--- config.mk ---
export PLATFORM = sky130hd
export DESIGN_NAME = td_bufaddr_unit
export DESIGN_NICKNAME = d
export VERILOG_FILES = /design/src/rtl/td_buf_pkg.sv /design/src/rtl/td_len_calc.sv /design/src/rtl/td_seg_gen.sv /design/src/rtl/td_cbp_update.sv /design/src/rtl/td_bufaddr_unit.sv
export SDC_FILE = /design/constraint.sdc
export NUM_CORES = 1
export LEC_CHECK = 0
export BUFFER_PORTS_ARGS = -buffer_cell sky130_fd_sc_hd__buf_4
export CORE_MARGIN = 10
export CORE_UTILIZATION = 31
export CTS_BUF_LIST = sky130_fd_sc_hd__clkbuf_8 sky130_fd_sc_hd__clkbuf_16
export DETAILED_ROUTE_END_ITERATION = 7
export HOLD_SLACK_MARGIN = 0.15
export SYNTH_ARGS = -nofsm -noshare
export SYNTH_HDL_FRONTEND = slang
export SYNTH_SLANG_ARGS = --single-unit
--- constraint.sdc ---
create_clock -name clk -period 10.36 [get_ports clk]
set_input_delay 2.072 -clock clk [delete_from_list [all_inputs] [get_ports clk]]
set_output_delay 2.072 -clock clk [all_outputs]
set_load 0.05 [all_outputs]
--- src/rtl/td_buf_pkg.sv ---
package td_buf_pkg;
  typedef enum logic [1:0] {
    SG_IDLE   = 2'd0,
    SG_FIRST  = 2'd1,
    SG_SECOND = 2'd2
  } seg_state_e;
endpackage

--- src/rtl/td_len_calc.sv ---
module td_len_calc #(
  parameter int ADDR_W = 32,
  parameter int PAGE_W = 12,
  parameter int MPS_W  = 11,
  parameter int LEN_W  = 14
) (
  input  logic [ADDR_W-1:0] cbp,
  input  logic [ADDR_W-1:0] be,
  input  logic              dir_in,
  input  logic [MPS_W-1:0]  mps,
  output logic [LEN_W-1:0]  total,
  output logic [LEN_W-1:0]  pkt
);
  logic [LEN_W-1:0]  wrap_len, flat_len, mps_ext;
  logic [ADDR_W-1:0] span;
  logic              no_buf, wraps;

  always_comb begin
    no_buf   = (cbp == '0) || (be == '0);
    wraps    = cbp[ADDR_W-1:PAGE_W] != be[ADDR_W-1:PAGE_W];
    wrap_len = LEN_W'(be[PAGE_W-1:0]) + LEN_W'((1 << PAGE_W) + 1)
             - LEN_W'(cbp[PAGE_W-1:0]);
    span     = be - cbp;
    flat_len = span[LEN_W-1:0] + LEN_W'(1);
    total    = no_buf ? '0 : (wraps ? wrap_len : flat_len);
    mps_ext  = LEN_W'(mps);
    pkt      = dir_in ? total : ((mps_ext < total) ? mps_ext : total);
  end
endmodule

--- src/rtl/td_seg_gen.sv ---
module td_seg_gen
  import td_buf_pkg::*;
#(
  parameter int ADDR_W = 32,
  parameter int PAGE_W = 12,
  parameter int LEN_W  = 14
) (
  input  logic              clk,
  input  logic              rst,
  input  logic              start,
  input  logic [ADDR_W-1:0] cbp,
  input  logic [ADDR_W-1:0] be,
  input  logic [LEN_W-1:0]  req,
  output logic              busy,
  output logic              seg_valid,
  input  logic              seg_ready,
  output logic [ADDR_W-1:0] seg_addr,
  output logic [LEN_W-1:0]  seg_len,
  output logic              seg_last,
  output logic              seg_err
);
  seg_state_e        state;
  logic [LEN_W-1:0]  room, rem_len;
  logic [ADDR_W-1:0] page_base;
  logic              take;

  assign room      = LEN_W'(1 << PAGE_W) - LEN_W'(cbp[PAGE_W-1:0]);
  assign take      = seg_valid && seg_ready;
  assign seg_valid = (state != SG_IDLE);
  assign busy      = seg_valid;

  always_ff @(posedge clk) begin
    if (rst) begin
      state     <= SG_IDLE;
      seg_addr  <= '0;
      seg_len   <= '0;
      seg_last  <= 1'b0;
      seg_err   <= 1'b0;
      rem_len   <= '0;
      page_base <= '0;
    end else begin
      case (state)
        SG_IDLE: if (start && req != '0) begin
          state     <= SG_FIRST;
          seg_addr  <= cbp;
          seg_err   <= (cbp == '0);
          page_base <= {be[ADDR_W-1:PAGE_W], {PAGE_W{1'b0}}};
          if (req <= room) begin
            seg_len  <= req;
            seg_last <= 1'b1;
            rem_len  <= '0;
          end else begin
            seg_len  <= room;
            seg_last <= 1'b0;
            rem_len  <= req - room;
          end
        end
        SG_FIRST: if (take) begin
          if (seg_last) begin
            state <= SG_IDLE;
          end else begin
            state    <= SG_SECOND;
            seg_addr <= page_base;
            seg_len  <= rem_len;
            seg_last <= 1'b1;
            seg_err  <= (page_base == '0);
          end
        end
        SG_SECOND: if (take) state <= SG_IDLE;
        default: state <= SG_IDLE;
      endcase
    end
  end

  AST_SEG_HOLD: assert property (@(posedge clk) disable iff (rst)
    seg_valid && !seg_ready |=> seg_valid && $stable(seg_addr) && $stable(seg_len));
  AST_SEG_NONEMPTY: assert property (@(posedge clk) disable iff (rst)
    seg_valid |-> seg_len != '0);
  AST_LAST_ENDS: assert property (@(posedge clk) disable iff (rst)
    seg_valid && seg_ready && seg_last |=> !seg_valid);
  AST_NULL_FLAG: assert property (@(posedge clk) disable iff (rst)
    seg_valid && seg_addr == '0 |-> seg_err);
endmodule

--- src/rtl/td_cbp_update.sv ---
module td_cbp_update #(
  parameter int ADDR_W = 32,
  parameter int PAGE_W = 12,
  parameter int LEN_W  = 14
) (
  input  logic              clk,
  input  logic              rst,
  input  logic              upd_valid,
  input  logic [LEN_W-1:0]  upd_count,
  input  logic [ADDR_W-1:0] cbp,
  input  logic [ADDR_W-1:0] be,
  input  logic [LEN_W-1:0]  total,
  output logic              new_valid,
  output logic [ADDR_W-1:0] new_cbp
);
  logic [LEN_W:0]    off_sum;
  logic [ADDR_W-1:0] flat_next, next_val;
  logic              crosses;

  always_comb begin
    off_sum   = (LEN_W+1)'(cbp[PAGE_W-1:0]) + (LEN_W+1)'(upd_count);
    crosses   = off_sum > (LEN_W+1)'((1 << PAGE_W) - 1);
    flat_next = cbp + ADDR_W'(upd_count);
    if (upd_count == total)
      next_val = '0;
    else if (crosses)
      next_val = {be[ADDR_W-1:PAGE_W], flat_next[PAGE_W-1:0]};
    else
      next_val = flat_next;
  end

  always_ff @(posedge clk) begin
    if (rst) begin
      new_valid <= 1'b0;
      new_cbp   <= '0;
    end else begin
      new_valid <= upd_valid;
      if (upd_valid) new_cbp <= next_val;
    end
  end

  AST_WB_TIMING: assert property (@(posedge clk) disable iff (rst)
    upd_valid |=> new_valid);
  AST_WB_SOLO: assert property (@(posedge clk) disable iff (rst)
    new_valid |-> $past(upd_valid));
endmodule

--- src/rtl/td_bufaddr_unit.sv ---
module td_bufaddr_unit #(
  parameter int ADDR_W = 32,
  parameter int PAGE_W = 12,
  parameter int MPS_W  = 11,
  localparam int LEN_W = PAGE_W + 2
) (
  input  logic              clk,
  input  logic              rst,
  input  logic              cmd_valid,
  output logic              cmd_ready,
  input  logic [ADDR_W-1:0] cmd_cbp,
  input  logic [ADDR_W-1:0] cmd_be,
  input  logic              cmd_dir_in,
  input  logic [MPS_W-1:0]  cmd_mps,
  input  logic [LEN_W-1:0]  cmd_req,
  output logic [LEN_W-1:0]  total_len,
  output logic [LEN_W-1:0]  pkt_len,
  output logic              seg_valid,
  input  logic              seg_ready,
  output logic [ADDR_W-1:0] seg_addr,
  output logic [LEN_W-1:0]  seg_len,
  output logic              seg_last,
  output logic              seg_err,
  input  logic              upd_valid,
  input  logic [LEN_W-1:0]  upd_count,
  output logic              new_cbp_valid,
  output logic [ADDR_W-1:0] new_cbp
);
  logic [LEN_W-1:0]  calc_total, calc_pkt;
  logic [ADDR_W-1:0] d_cbp, d_be;
  logic              busy, accept;

  assign cmd_ready = !busy;
  assign accept    = cmd_valid && cmd_ready;

  td_len_calc #(.ADDR_W(ADDR_W), .PAGE_W(PAGE_W), .MPS_W(MPS_W), .LEN_W(LEN_W)) u_len (
    .cbp(cmd_cbp), .be(cmd_be), .dir_in(cmd_dir_in), .mps(cmd_mps),
    .total(calc_total), .pkt(calc_pkt)
  );

  always_ff @(posedge clk) begin
    if (rst) begin
      total_len <= '0;
      pkt_len   <= '0;
      d_cbp     <= '0;
      d_be      <= '0;
    end else if (accept) begin
      total_len <= calc_total;
      pkt_len   <= calc_pkt;
      d_cbp     <= cmd_cbp;
      d_be      <= cmd_be;
    end
  end

  td_seg_gen #(.ADDR_W(ADDR_W), .PAGE_W(PAGE_W), .LEN_W(LEN_W)) u_seg (
    .clk(clk), .rst(rst), .start(accept), .cbp(cmd_cbp), .be(cmd_be), .req(cmd_req),
    .busy(busy), .seg_valid(seg_valid), .seg_ready(seg_ready), .seg_addr(seg_addr),
    .seg_len(seg_len), .seg_last(seg_last), .seg_err(seg_err)
  );

  td_cbp_update #(.ADDR_W(ADDR_W), .PAGE_W(PAGE_W), .LEN_W(LEN_W)) u_upd (
    .clk(clk), .rst(rst), .upd_valid(upd_valid), .upd_count(upd_count),
    .cbp(d_cbp), .be(d_be), .total(total_len),
    .new_valid(new_cbp_valid), .new_cbp(new_cbp)
  );

  AST_PKT_LE_TOTAL: assert property (@(posedge clk) disable iff (rst)
    pkt_len <= total_len);
  AST_NO_ACCEPT_BUSY: assert property (@(posedge clk) disable iff (rst)
    seg_valid |-> !cmd_ready);
  AST_IDLE_LENS: assert property (@(posedge clk) disable iff (rst)
    (total_len == '0) |-> (pkt_len == '0));
endmodule

Yosys cells after proc, flatten, opt, wreduce, memory -nomap -nowiden --
Cells that the tools add are included.
Storage, ports and cells: flip-flop bits (word level) 209, input bits 109, output and inout bits 111
Operators by class: $add $sub $neg 8, $lt $le $gt $ge 3, eq/ne operators 8, multiplexer cells 29, reductions and logical operators 16
Operators with widths (count):
- 32-bit 2-to-1 mux | 5
- 14-bit 2-to-1 mux | 9
- 32-bit logical NOT | 3
- 32-bit case mux with 2 select lines | 1
- 32-bit by 14-bit adder with 32-bit output | 1
- 14-bit case mux with 2 select lines | 1
- 14-bit subtractor | 2
- 20-bit != test | 1
- 12-bit by 14-bit adder with 15-bit output | 1
- 15-bit by 12-bit > comparator with 1-bit output (second input constant) | 1
- 12-bit by 13-bit adder with 14-bit output (second input constant) | 1
- 14-bit by 1-bit adder with 14-bit output (second input constant) | 1
- 14-bit equality test | 1
- 14-bit less-or-equal comparator | 1
- 11-bit by 14-bit < comparator with 1-bit output | 1
- 14-bit nonzero test | 1
- 13-bit by 12-bit subtractor with 14-bit output (first input constant) | 1
- 14-bit by 12-bit subtractor with 14-bit output | 1
- 2-bit 2-to-1 mux | 4
- 1-bit 2-to-1 mux | 6
- 2-bit by 1-bit != test with 1-bit output (second input constant) | 3
- 2-bit case mux with 3 select lines | 1
- 3-bit AND reduction | 2
- 1-bit case mux with 2 select lines | 2
- 10 further kinds | 13

Longest topological paths before layout --
Gate-level depths: netlist of the first run.
word-level depth 7, gate-level depth with buffers 22, depth with buffers taken out 21

Hierarchy --
Synthesis of the first run repeated with hierarchy kept, for this count alone.
Second synthesis, totals: cells, all modules 1528, area, all modules 12952.4 sq um
By module, submodules not included:
- td_seg_gen | instances 1, cells an instance 584, area each 4579.4 sq um, seq. area each 1681.6 sq um
- td_bufaddr_unit | instances 1, cells an instance 420, area each 4189.0 sq um, seq. area each 1841.8 sq um
- td_cbp_update | instances 1, cells an instance 284, area each 2388.5 sq um, seq. area each 660.6 sq um
- td_len_calc | instances 1, cells an instance 240, area each 1795.5 sq um, seq. area each 0.0 sq um

Worst setup path before layout of the first run --
OpenSTA, ideal clock, no wires.
path type input -> register, from input cmd_cbp[2], to register pkt_len[9], library setup time 80 ps, arrival time 5680 ps, slack 4600 ps, stages on the path 20, buffers on the path 0, cell sequence inv_1 ha_1 ha_1 a211oi_1 o21ai_1 a31oi_1 o21ai_0 xnor2_1 nor3_1 inv_1 ha_1 and3_1 nand3_1 inv_1 nand3_1 o21ai_1 o31ai_4 o31ai_1 nand3_1 a211oi_2
On the way: cells in the longest elaborated chain, start to end 7, elaborated cells on any way between the ends 10, classes of those cells add/sub (3); order compare (1); mux (4); reduce/logical (2)
Ends and longest elaborated chain:
- from (decl) | RTL line td_bufaddr_unit.sv:11 | input logic [ADDR_W-1:0] cmd_cbp,
- 14-bit subtractor | RTL line td_len_calc.sv:23 | span = be - cbp;
- 14-bit by 1-bit adder with 14-bit output | RTL line td_len_calc.sv:24 | flat_len = span[LEN_W-1:0] + LEN_W'(1);
- 14-bit 2-to-1 mux | RTL line td_len_calc.sv:25 | total = no_buf ? '0 : (wraps ? wrap_len : flat_len);
- 14-bit 2-to-1 mux (*) | RTL line td_len_calc.sv:25
- 11-bit by 14-bit < comparator with 1-bit output | RTL line td_len_calc.sv:27 | pkt = dir_in ? total : ((mps_ext < total) ? mps_ext : total);
- 14-bit 2-to-1 mux | RTL line td_len_calc.sv:27
- 14-bit 2-to-1 mux (*) | RTL line td_len_calc.sv:27
- to (signal assigned) | RTL line td_bufaddr_unit.sv:49 | pkt_len <= calc_pkt;
- to (decl) | RTL line td_bufaddr_unit.sv:17 | output logic [LEN_W-1:0] pkt_len,
Mark *: on every way between the ends. The rest lies on a longest branch, timed or not. A chain may end at the register's enable or synchronous reset.

Worst setup path in the final report of the first run --
Ends and elaborated chain as after synthesis.

==> run summary, run 1 <==
asr flop ratio synth = 0%
CTS Root Cell = clkbuf_16
die width = 209 um
CTS sink count = 197
Placer Congestion = 0.895
EDFF count, synth = 0
Setup Fix Bufs, Post-CTS = 0
placed cell area = 13100 sq um
Yosys top cell by area = dfxtp_1
Clock Latency Late Sink = 460 ps
vias in the first global route = 10600
max_cap viols = 0
worst endpoint data arrival time = 6640 ps
Via Count = 10800
PostCTS Resize Cnt = 0
RSZ-0062 raised after global routing = false
Final #Nets = 1748
P&R area growth vs syn = 23.3%
CP Cell Sequence = buf_4, inv_1, ha_1, ha_1, a211oi_1, o21ai_1, a31oi_1, o21ai_0, xnor2_1, nor3_1, inv_1, ha_1, and3_1, nand3_1, inv_1, nand3_1, o21ai_1, o31ai_4, o31ai_1, nand3_1, a211oi_2
DPL Wire Length = 31300 um
Via density = 5.29
CTS buffer count = 17
DRC violations left = 0
Slew Limit Fails = 0
worst rel slew slack = 21.8%
synth warn = 0
Synth top area share = 35.6%
share of layout cells above drive strength 1 = 18.5%
Tcrit/Tclk final = 60.5%
synthesized area = 11100 sq um
row count = 69
Flop pwr share = 39.4%
prevailing post-synth register cell = dfxtp_1
Seq/Total Area, Yosys = 35.6%
WL per Instance = 20.0 um
TNS Setup = 0 ps
# hold bufs at CTS = 0
total grt overflow = 0
Worst Hold Class = reg -> reg
initial antenna violation count = 1
post-route cell area = 13700 sq um
initial core utilization = 31.3%
Pint = 1.37 mW
clk_skew = 17.3 ps
fmax = 159 MHz
core footprint = 35400 sq um
Sw Share = 37.7%
PwrDens = 161 nW/um^2
VDD IR max = 0.000121 V
clk buf depth = 2
status = completed
crit path capture type = register
post-synth net total = 1576
CP top delay family = compound AO/OA/AOI/OAI gates
Gate power share = 31.5%
Yosys reg bits = 197
CP Launch Type = input port
post-layout minimum cycle time = 6270 ps
commonest non-fill, non-tap cell in the layout = nand2_1
Final Setup Violations = 0
Syn Area/Cell = 7.91 sq um
DR iter-0 viols = 758
commonest non-fill, non-tap cells in the layout = 270 x nand2_1, 230 x buf_4, 197 x dfxtp_1
fillcell total = 3685
CP Data Required Time = 10730 ps
number of distinct library cells after synthesis = 73
Routed WL = 41000 um
Inserted Diodes = 0
Worst path max stage delay = 660 ps
Buffers on Ports = 219
DR pass1 iterations = 5
critical path's slowest cell = o31ai_1
largest net degree at the start of global routing = 117
Slew @ Worst Pin = 1170 ps
DIE AREA = 43700 sq um
Area contributors post-synth = dfxtp_1 36%, nand2_1 9.2%, a21oi_1 7.6%, ha_1 7.1%, xnor2_1 4.4%
die height = 209 um
final hold vios = 0
IO Pins = 220
critical path class = in -> reg
TritonCTS clock tree = yes
clk slew on worst S/H paths = 70 ps
Post-DRT Antenna Nets = 0
CP bufs+invs = 4
Crit Path Max Fanout = 6
htree depth = 4
Psw = 0.831 mW
first-pass GRT wire length = 62900 um
Mapped Cells = 1401
all-layer global routing usage = 18.1%
LEAKAGE = 5.79 nW
Clock Power Share = 29.1%
==> per-stage QoR <==
stage	hold slack, ps	util [%]	setup WS (ps)	std cells	power [mW]
floorplan	432	-	4600	1401	1.34
global placement	441	37.1	3750	2015	1.57
detailed placement	447	37.1	3670	2015	1.58
CTS	455	38.6	4140	2047	2.22
global route	472	38.6	3660	2047	2.31
finish	455	38.6	4090	2047	2.20
==> cell families after synthesis <==
kind of cell	Yosys count	synth area share, %
simple gates	592	25.3
compound gates	339	20.3
flops	197	35.6
buf+inv	120	4.17
xor+xnor	84	6.71
fa+ha+maj	66	7.66
mux	3	0.271
==> power by group through the flow <==
stage          clock, mW  combinational, mW  sequential, mW
2_1_floorplan          0              0.337            1.00
3_3_place_gp           0              0.691           0.883
3_5_place_dp           0              0.693           0.884
4_1_cts            0.655              0.696           0.867
5_1_grt            0.684              0.754           0.875
6_report           0.642              0.694           0.867
==> worst min-delay path: stages (launching register included) <==
cell and delay (ps):
dfxtp_1 330, nand2_1 40, o21ai_0 50
==> layer usage <==
metal  vias to the layer above  part of all wire (%)  global-route usage, %
li1                       5298                     -                      -
met1                      5124                    47                   24.0
met2                       352                    45                   28.2
met3                        55                   6.1                   4.09
met4                         2                   2.3                   5.93
met5                         -                 0.032                      0
==> Yosys cell counts, types with 7 or more instances <==
library cell	instances
nand2_1	271
dfxtp_1	197
a21oi_1	169
nor2_1	102
clkbuf_1	70
ha_1	63
xnor2_1	56
inv_1	42
nand3_1	39
nor4_1	33
nor3_1	30
xor2_1	27
a311oi_1	22
nand4_1	22
and2_1	20
nor2b_1	20
a21o_1	17
a221o_1	16
o21ai_0	16
o31ai_1	15
o41ai_1	13
and3_1	11
o21a_1	11
nand3b_1	10
o21ai_1	7
o21bai_1	7
==> flip-flops by register name (all words and copies together) (netlist names), 2 cells and up <==
name and flops:
u_upd.new_cbp 32, d_cbp 32, pkt_len 14, d_be 20, u_seg.page_base 20, u_seg.seg_addr 32, u_seg.state 2, u_seg.rem_len 14
u_seg.seg_len 14, total_len 14
==> worst paths after layout <==
| kind | startpoint | to | slack (ps) | cells past startpoint |
|---|---|---|---|---|
| max | cmd_cbp[2] | pkt_len[9]$_SDFFE_PP0P_ | 4090 | 21 |
| min | u_upd.new_cbp[16]$_SDFFE_PP0P_ | u_upd.new_cbp[16]$_SDFFE_PP0P_ | 460 | 2 |
| max reg2reg | d_cbp[0]$_SDFFE_PP0P_ | u_upd.new_cbp[26]$_SDFFE_PP0P_ | 6620 | 11 |
| min reg2reg | u_upd.new_cbp[16]$_SDFFE_PP0P_ | u_upd.new_cbp[16]$_SDFFE_PP0P_ | 460 | 2 |
==> area by class of cell <==
type	count	area [sq um]	area share, %
Clock buffer	17	425	3.11
Clock inverter	15	121	0.888
Inverter	42	158	1.15
Multi-Input combinational cell	1084	6700	49.0
Sequential cell	197	3940	28.9
Tap cell	461	577	4.22
Timing Repair Buffer	231	1740	12.7
No activity file was read; power rests on OpenSTA's default activity.
==> run 2: changes to the inputs <==
Clock period 10.36 ns to 5.1 ns, I/O delays scaled along.
==> run 2 against run 1 <==
Core utilization is 0.65 points higher. Register-to-register slack worse by 5000 ps. Via count is 1.4% higher. Critical path type unchanged.
==> run summary, run 2 (synthesis results as in run 1) <==
initial antenna violation count = 1 (unchanged)
Setup Fix Bufs, Post-CTS = 0 (unchanged)
CTS buffer count = 17 (unchanged)
DPL Wire Length = 31500 um (+0.35%)
die width = 209 um (unchanged)
htree depth = 4 (unchanged)
post-route cell area = 13900 sq um (+1.7%)
core footprint = 35400 sq um (unchanged)
Via Count = 11000 (+1.4%)
placed cell area = 13300 sq um (+1.3%)
final core utilization = 39.2% (+0.65 points)
Clock Latency Late Sink = 460 ps (about the same)
DRC violations left = 0 (unchanged)
Slew @ Worst Pin = 1200 ps (+27.6 ps)
LEAKAGE = 5.94 nW (+2.5%)
DIE AREA = 43700 sq um (unchanged)
Final #Nets = 1769 (+1.2%)
share of layout cells above drive strength 1 = 19.5% (+1.1 points)
die height = 209 um (unchanged)
P&R area growth vs syn = 25.3%
Placer Congestion = 0.897 (+0.13%)
Final Total Pwr = 4.61 mW (+110%)
CTS sink count = 197 (unchanged)
Via density = 5.31 (+0.39%)
total grt overflow = 0 (unchanged)
first-pass GRT wire length = 63000 um (about the same)
clk slew on worst S/H paths = 70 ps (about the same)
largest net degree at the start of global routing = 101 (-14%)
DR pass1 iterations = 6 (+1)
fillcell total = 3686 (+0.027%)
worst endpoint data arrival time = 4920 ps (-1720 ps)
commonest non-fill, non-tap cell in the layout = nand2_1
all-layer global routing usage = 18.0% (-0.028 points)
DR iter-0 viols = 832 (+9.8%)
crit path capture type = register
VDD IR max = 0.000237 V (+96%)
CP Launch Type = input port
commonest non-fill, non-tap cells in the layout = 270 x nand2_1, 250 x buf_4, 197 x dfxtp_1
CTS Root Cell = clkbuf_16
fmax = 216 MHz
# hold bufs at CTS = 0 (unchanged)
IO Pins = 220 (unchanged)
clk buf depth = 2 (unchanged)
PwrDens = 332 nW/um^2 (+110%)
CP Data Required Time = 5400 ps (-5330 ps)
clk_skew = 12.9 ps (-4.39 ps)
Crit Path Max Fanout = 16 (+10)
Inserted Diodes = 0 (unchanged)
worst rel slew slack = 20.0% (-1.8 points)
max_cap viols = 0 (unchanged)
Worst Hold Class = reg -> reg
Routed WL = 40900 um (-0.43%)
final hold vios = 0 (unchanged)
PostCTS Resize Cnt = 0 (unchanged)
status = completed
TritonCTS clock tree = yes
Top Registers = d_cbp (32), u_seg.seg_addr (32), u_upd.new_cbp (32)
post-layout minimum cycle time = 4620 ps
WL per Instance = 19.8 um (-1.4%)
Tcrit/Tclk final = 90.6%
TNS Setup = 0 ps (unchanged)
Post-DRT Antenna Nets = 0 (unchanged)
row count = 69 (unchanged)
placed instance count = 2036 (+1.0%)
Slew Limit Fails = 0 (unchanged)
initial core utilization = 31.3% (unchanged)
Final Setup Violations = 0 (unchanged)
RSZ-0062 raised after global routing = false
vias in the first global route = 10700 (+0.79%)
Post-Layout Cell Count = 2068 (+1.0%)
Buffers on Ports = 219 (unchanged)
critical path class = in -> reg
## run 2: worst max-delay path, stage by stage
cell      delay [ps]
buf_4             80
inv_1             50
ha_1             340
ha_1             320
a211oi_1         320
o21ai_1          120
a31oi_1          350
o21ai_0          190
xnor2_1          150
nor3_1           220
inv_1             80
ha_1             290
and3_1           150
nand3_1           70
inv_1             70
nand3_1           70
o21ai_1          210
o31ai_4          120
o31ai_4          220
buf_12           180
mux2i_1          180
a211oi_1          80
## run 2: area by class of cell
class	instances	area (sq um)	area share (%)
clock inverters	14	166	1.20
repair buffers	252	1910	13.7
clock buffers	18	439	3.16
inverters	42	158	1.13
flip-flops and latches	197	3940	28.4
well taps	461	577	4.15
multi-input cells	1084	6700	48.2
## run 2: where the power goes
group | internal (mW) | leakage [nW] | switching [mW]
Sequential | 1.67 | 1.62 | 0.0966
Clock | 0.752 | 0.302 | 0.667
Combinational | 0.508 | 4.02 | 0.925
Total | 2.92 | 5.94 | 1.69
## run 2: metal layers
layer | wire (um) | track usage, %
met3 | 2670 | 3.80
met5 | 13 | 0
met2 | 18300 | 28.1
met4 | 1290 | 6.62
met1 | 18600 | 24.0
## run 2: worst paths after layout
path	slack, ps	cells past startpoint	from	to
min	450	2	u_seg.rem_len[4]$_SDFFE_PP0P_	u_seg.rem_len[4]$_SDFFE_PP0P_
max	480	22	cmd_cbp[2]	pkt_len[3]$_SDFFE_PP0P_
min reg2reg	450	2	u_seg.rem_len[4]$_SDFFE_PP0P_	u_seg.rem_len[4]$_SDFFE_PP0P_
max reg2reg	1650	12	d_cbp[0]$_SDFFE_PP0P_	u_upd.new_cbp[18]$_SDFFE_PP0P_
## run 2: stage by stage
stage,worst slack (ps),hold slack (ps)
global placement,82.6,440
finish,478,455
CTS,467,457
floorplan,392,432
global route,72.2,472
detailed placement,1.75,446
==> run 3: changes to the inputs <==
==> constraint.sdc (replaced) <==
create_clock -name clk -period 5.1 [get_ports clk]
set_input_delay 0.765 -clock clk [delete_from_list [all_inputs] [get_ports clk]]
set_output_delay 0.765 -clock clk [all_outputs]
set_load 0.05 [all_outputs]
==> run 3 against run 2 <==
Critical path depth is the same. Final area shrank 0.61%. Global-route usage is essentially flat. Clock power shrank 4%. Sequential power is essentially flat. Final cell count shrank 0.44%. Die area is the same. Non-clock buffer count shrank 9. Setup slack gained 250 ps. Sequential share of layout area grew 0.18 points. Via count shrank 0.74%. Maximum frequency grew 5.6%. Critical path type unchanged.
==> run summary, run 3 (synthesis results as in run 1) <==
share of layout cells above drive strength 1 = 19.1% (-0.39 points)
DR iter-0 viols = 867 (+4.2%)
CTS sink count = 197 (unchanged)
row count = 69 (unchanged)
TritonCTS clock tree = yes
r2r startpoint = d_cbp[0]$_SDFFE_PP0P_
crit path capture type = register
CP startpoint = cmd_be[1]
clk_skew = 16.6 ps (+3.70 ps)
Inserted Diodes = 0 (unchanged)
Via Count = 10900 (-0.74%)
Crit Path Max Fanout = 16 (unchanged)
Tcrit/Tclk final = 85.8% (-4.8 points)
WL per Instance = 19.8 um (+0.38%)
# hold bufs at CTS = 0 (unchanged)
Clock Power Share = 30.1% (-0.7 points)
fillcell total = 3680 (-0.16%)
die width = 209 um (unchanged)
met2 wire len = 18700 um (+2.1%)
CP Launch Type = input port
HP Start = pkt_len[13]$_SDFFE_PP0P_
clk slew on worst S/H paths = 90 ps (+20 ps)
Worst Hold Class = reg -> reg
status = completed
total grt overflow = 0 (unchanged)
IO Pins = 220 (unchanged)
CTS buffer count = 17 (unchanged)
Max Used Layer = met5
post-layout minimum cycle time = 4380 ps (-246 ps)
PostCTS Resize Cnt = 0 (unchanged)
die height = 209 um (unchanged)
RSZ-0062 raised after global routing = false
initial core utilization = 31.3% (unchanged)
LEAKAGE = 5.88 nW (-0.99%)
Via density = 5.30 (-0.30%)
Slew Limit Fails = 0 (unchanged)
PwrDens = 330 nW/um^2 (-0.59%)
TNS Setup = 0 ps (unchanged)
critical path class = in -> reg
Gate power share = 31.3% (+0.2 points)
worst rel slew slack = 22.7% (+2.7 points)
fmax = 228 MHz (+5.6%)
core footprint = 35400 sq um (unchanged)
initial antenna violation count = 1 (unchanged)
Pint = 2.85 mW (-2.7%)
Psw = 1.71 mW (+1.4%)
Post-DRT Antenna Nets = 0 (unchanged)
clk buf depth = 2 (unchanged)
met3 WL post-DR = 2460 um (-8.1%)
P&R area growth vs syn = 24.6%
Flop pwr share = 38.6% (+0.4 points)
Top Registers = d_cbp (32), u_seg.seg_addr (32), u_upd.new_cbp (32)
max_cap viols = 0 (unchanged)
worst endpoint data arrival time = 4750 ps (-170 ps)
Final #Nets = 1760 (-0.51%)
Placer Congestion = 0.961 (+7.2%)
Final Total Pwr = 4.56 mW (-1.2%)
CTS Root Cell = clkbuf_16
DR pass1 iterations = 5 (-1)
Slew @ Worst Pin = 1150 ps (-41.1 ps)
largest net degree at the start of global routing = 137 (+36%)
DRC violations left = 0 (unchanged)
all-layer global routing usage = 18.1% (+0.034 points)
first-pass GRT wire length = 63300 um (+0.44%)
Sw Share = 37.6% (+0.95 points)
commonest non-fill, non-tap cell in the layout = nand2_1
CP Data Required Time = 5470 ps (+70 ps)
htree depth = 4 (unchanged)
final hold vios = 0 (unchanged)
VDD IR max = 0.000242 V (+2.1%)
commonest non-fill, non-tap cells in the layout = 270 x nand2_1, 241 x buf_4, 197 x dfxtp_1
vias in the first global route = 10700 (-0.12%)
DPL Wire Length = 31200 um (-0.86%)
Final Setup Violations = 0 (unchanged)
Buffers on Ports = 219 (unchanged)
DRT met1 WL = 18800 um (+1.1%)
Clock Latency Late Sink = 460 ps (about the same)
Routed WL = 40800 um (about the same)
DIE AREA = 43700 sq um (unchanged)
Setup Fix Bufs, Post-CTS = 0 (unchanged)
-- run 3: cell count changes in the layout (fill, tap and decap cells not counted), sizes merged --
cell,delta
bufinv,-2
clkbuf,+1
clkinvlp,+1
buf,-9
-- run 3: cell type report --
class | count | area [sq um] | share of cell area, %
clock buffer | 19 | 453 | 3.28
clock inverter | 13 | 135 | 0.979
inverter | 42 | 158 | 1.14
multi-input combinational | 1084 | 6700 | 48.5
sequential | 197 | 3940 | 28.6
tap | 461 | 577 | 4.18
timing repair buffer | 243 | 1840 | 13.3
-- run 3: stage by stage --
| stage | instances | hold slack [ps] | instance area (sq um) | util [%] | setup slack (ps) |
|---|---|---|---|---|---|
| floorplan | 1401 | 432 | 11100 | - | 647 |
| global placement | 2027 | 441 | 13200 | 37.3 | 291 |
| detailed placement | 2027 | 445 | 13200 | 37.3 | 247 |
| CTS | 2059 | 456 | 13800 | 39.0 | 748 |
| global route | 2059 | 474 | 13800 | 39.0 | 308 |
| finish | 2059 | 455 | 13800 | 39.0 | 724 |
-- run 3: critical path, cell delays in order --
cell	delay [ps]
buf_4	80
inv_1	60
ha_1	280
inv_1	40
ha_1	230
fa_1	420
a21o_1	190
a41o_1	260
o21ai_0	130
and3b_1	260
inv_1	70
ha_1	280
a21o_1	160
a21o_1	170
a21o_1	170
a221oi_1	270
o21ai_1	150
o31ai_4	100
o31ai_4	90
buf_12	160
and3_1	160
nor4_1	250
-- run 3: worst paths after layout --
kind / to / slack [ps] / cells past startpoint
min reg2reg: pkt_len[13]$_SDFFE_PP0P_ / 450 / 2
min: pkt_len[13]$_SDFFE_PP0P_ / 450 / 2
max reg2reg: u_upd.new_cbp[21]$_SDFFE_PP0P_ / 1730 / 12
max: pkt_len[1]$_SDFFE_PP0P_ / 720 / 22
-- run 3: routing by layer --
metal,vias up,GRT usage (%)
met5,-,0
met3,50,4.18
li1,5320,-
met1,5182,23.8
met4,2,6.10
met2,350,28.4
-- run 3: power groups by stage --
stage                     sequential [mW]  clock (mW)  combinational, mW
final                                1.76        1.37               1.43
after detailed placement             1.80           0               1.43
after global placement               1.79           0               1.42
after floorplan                      2.04           0              0.685
after global routing                 1.78        1.46               1.55
after CTS                            1.76        1.40               1.43
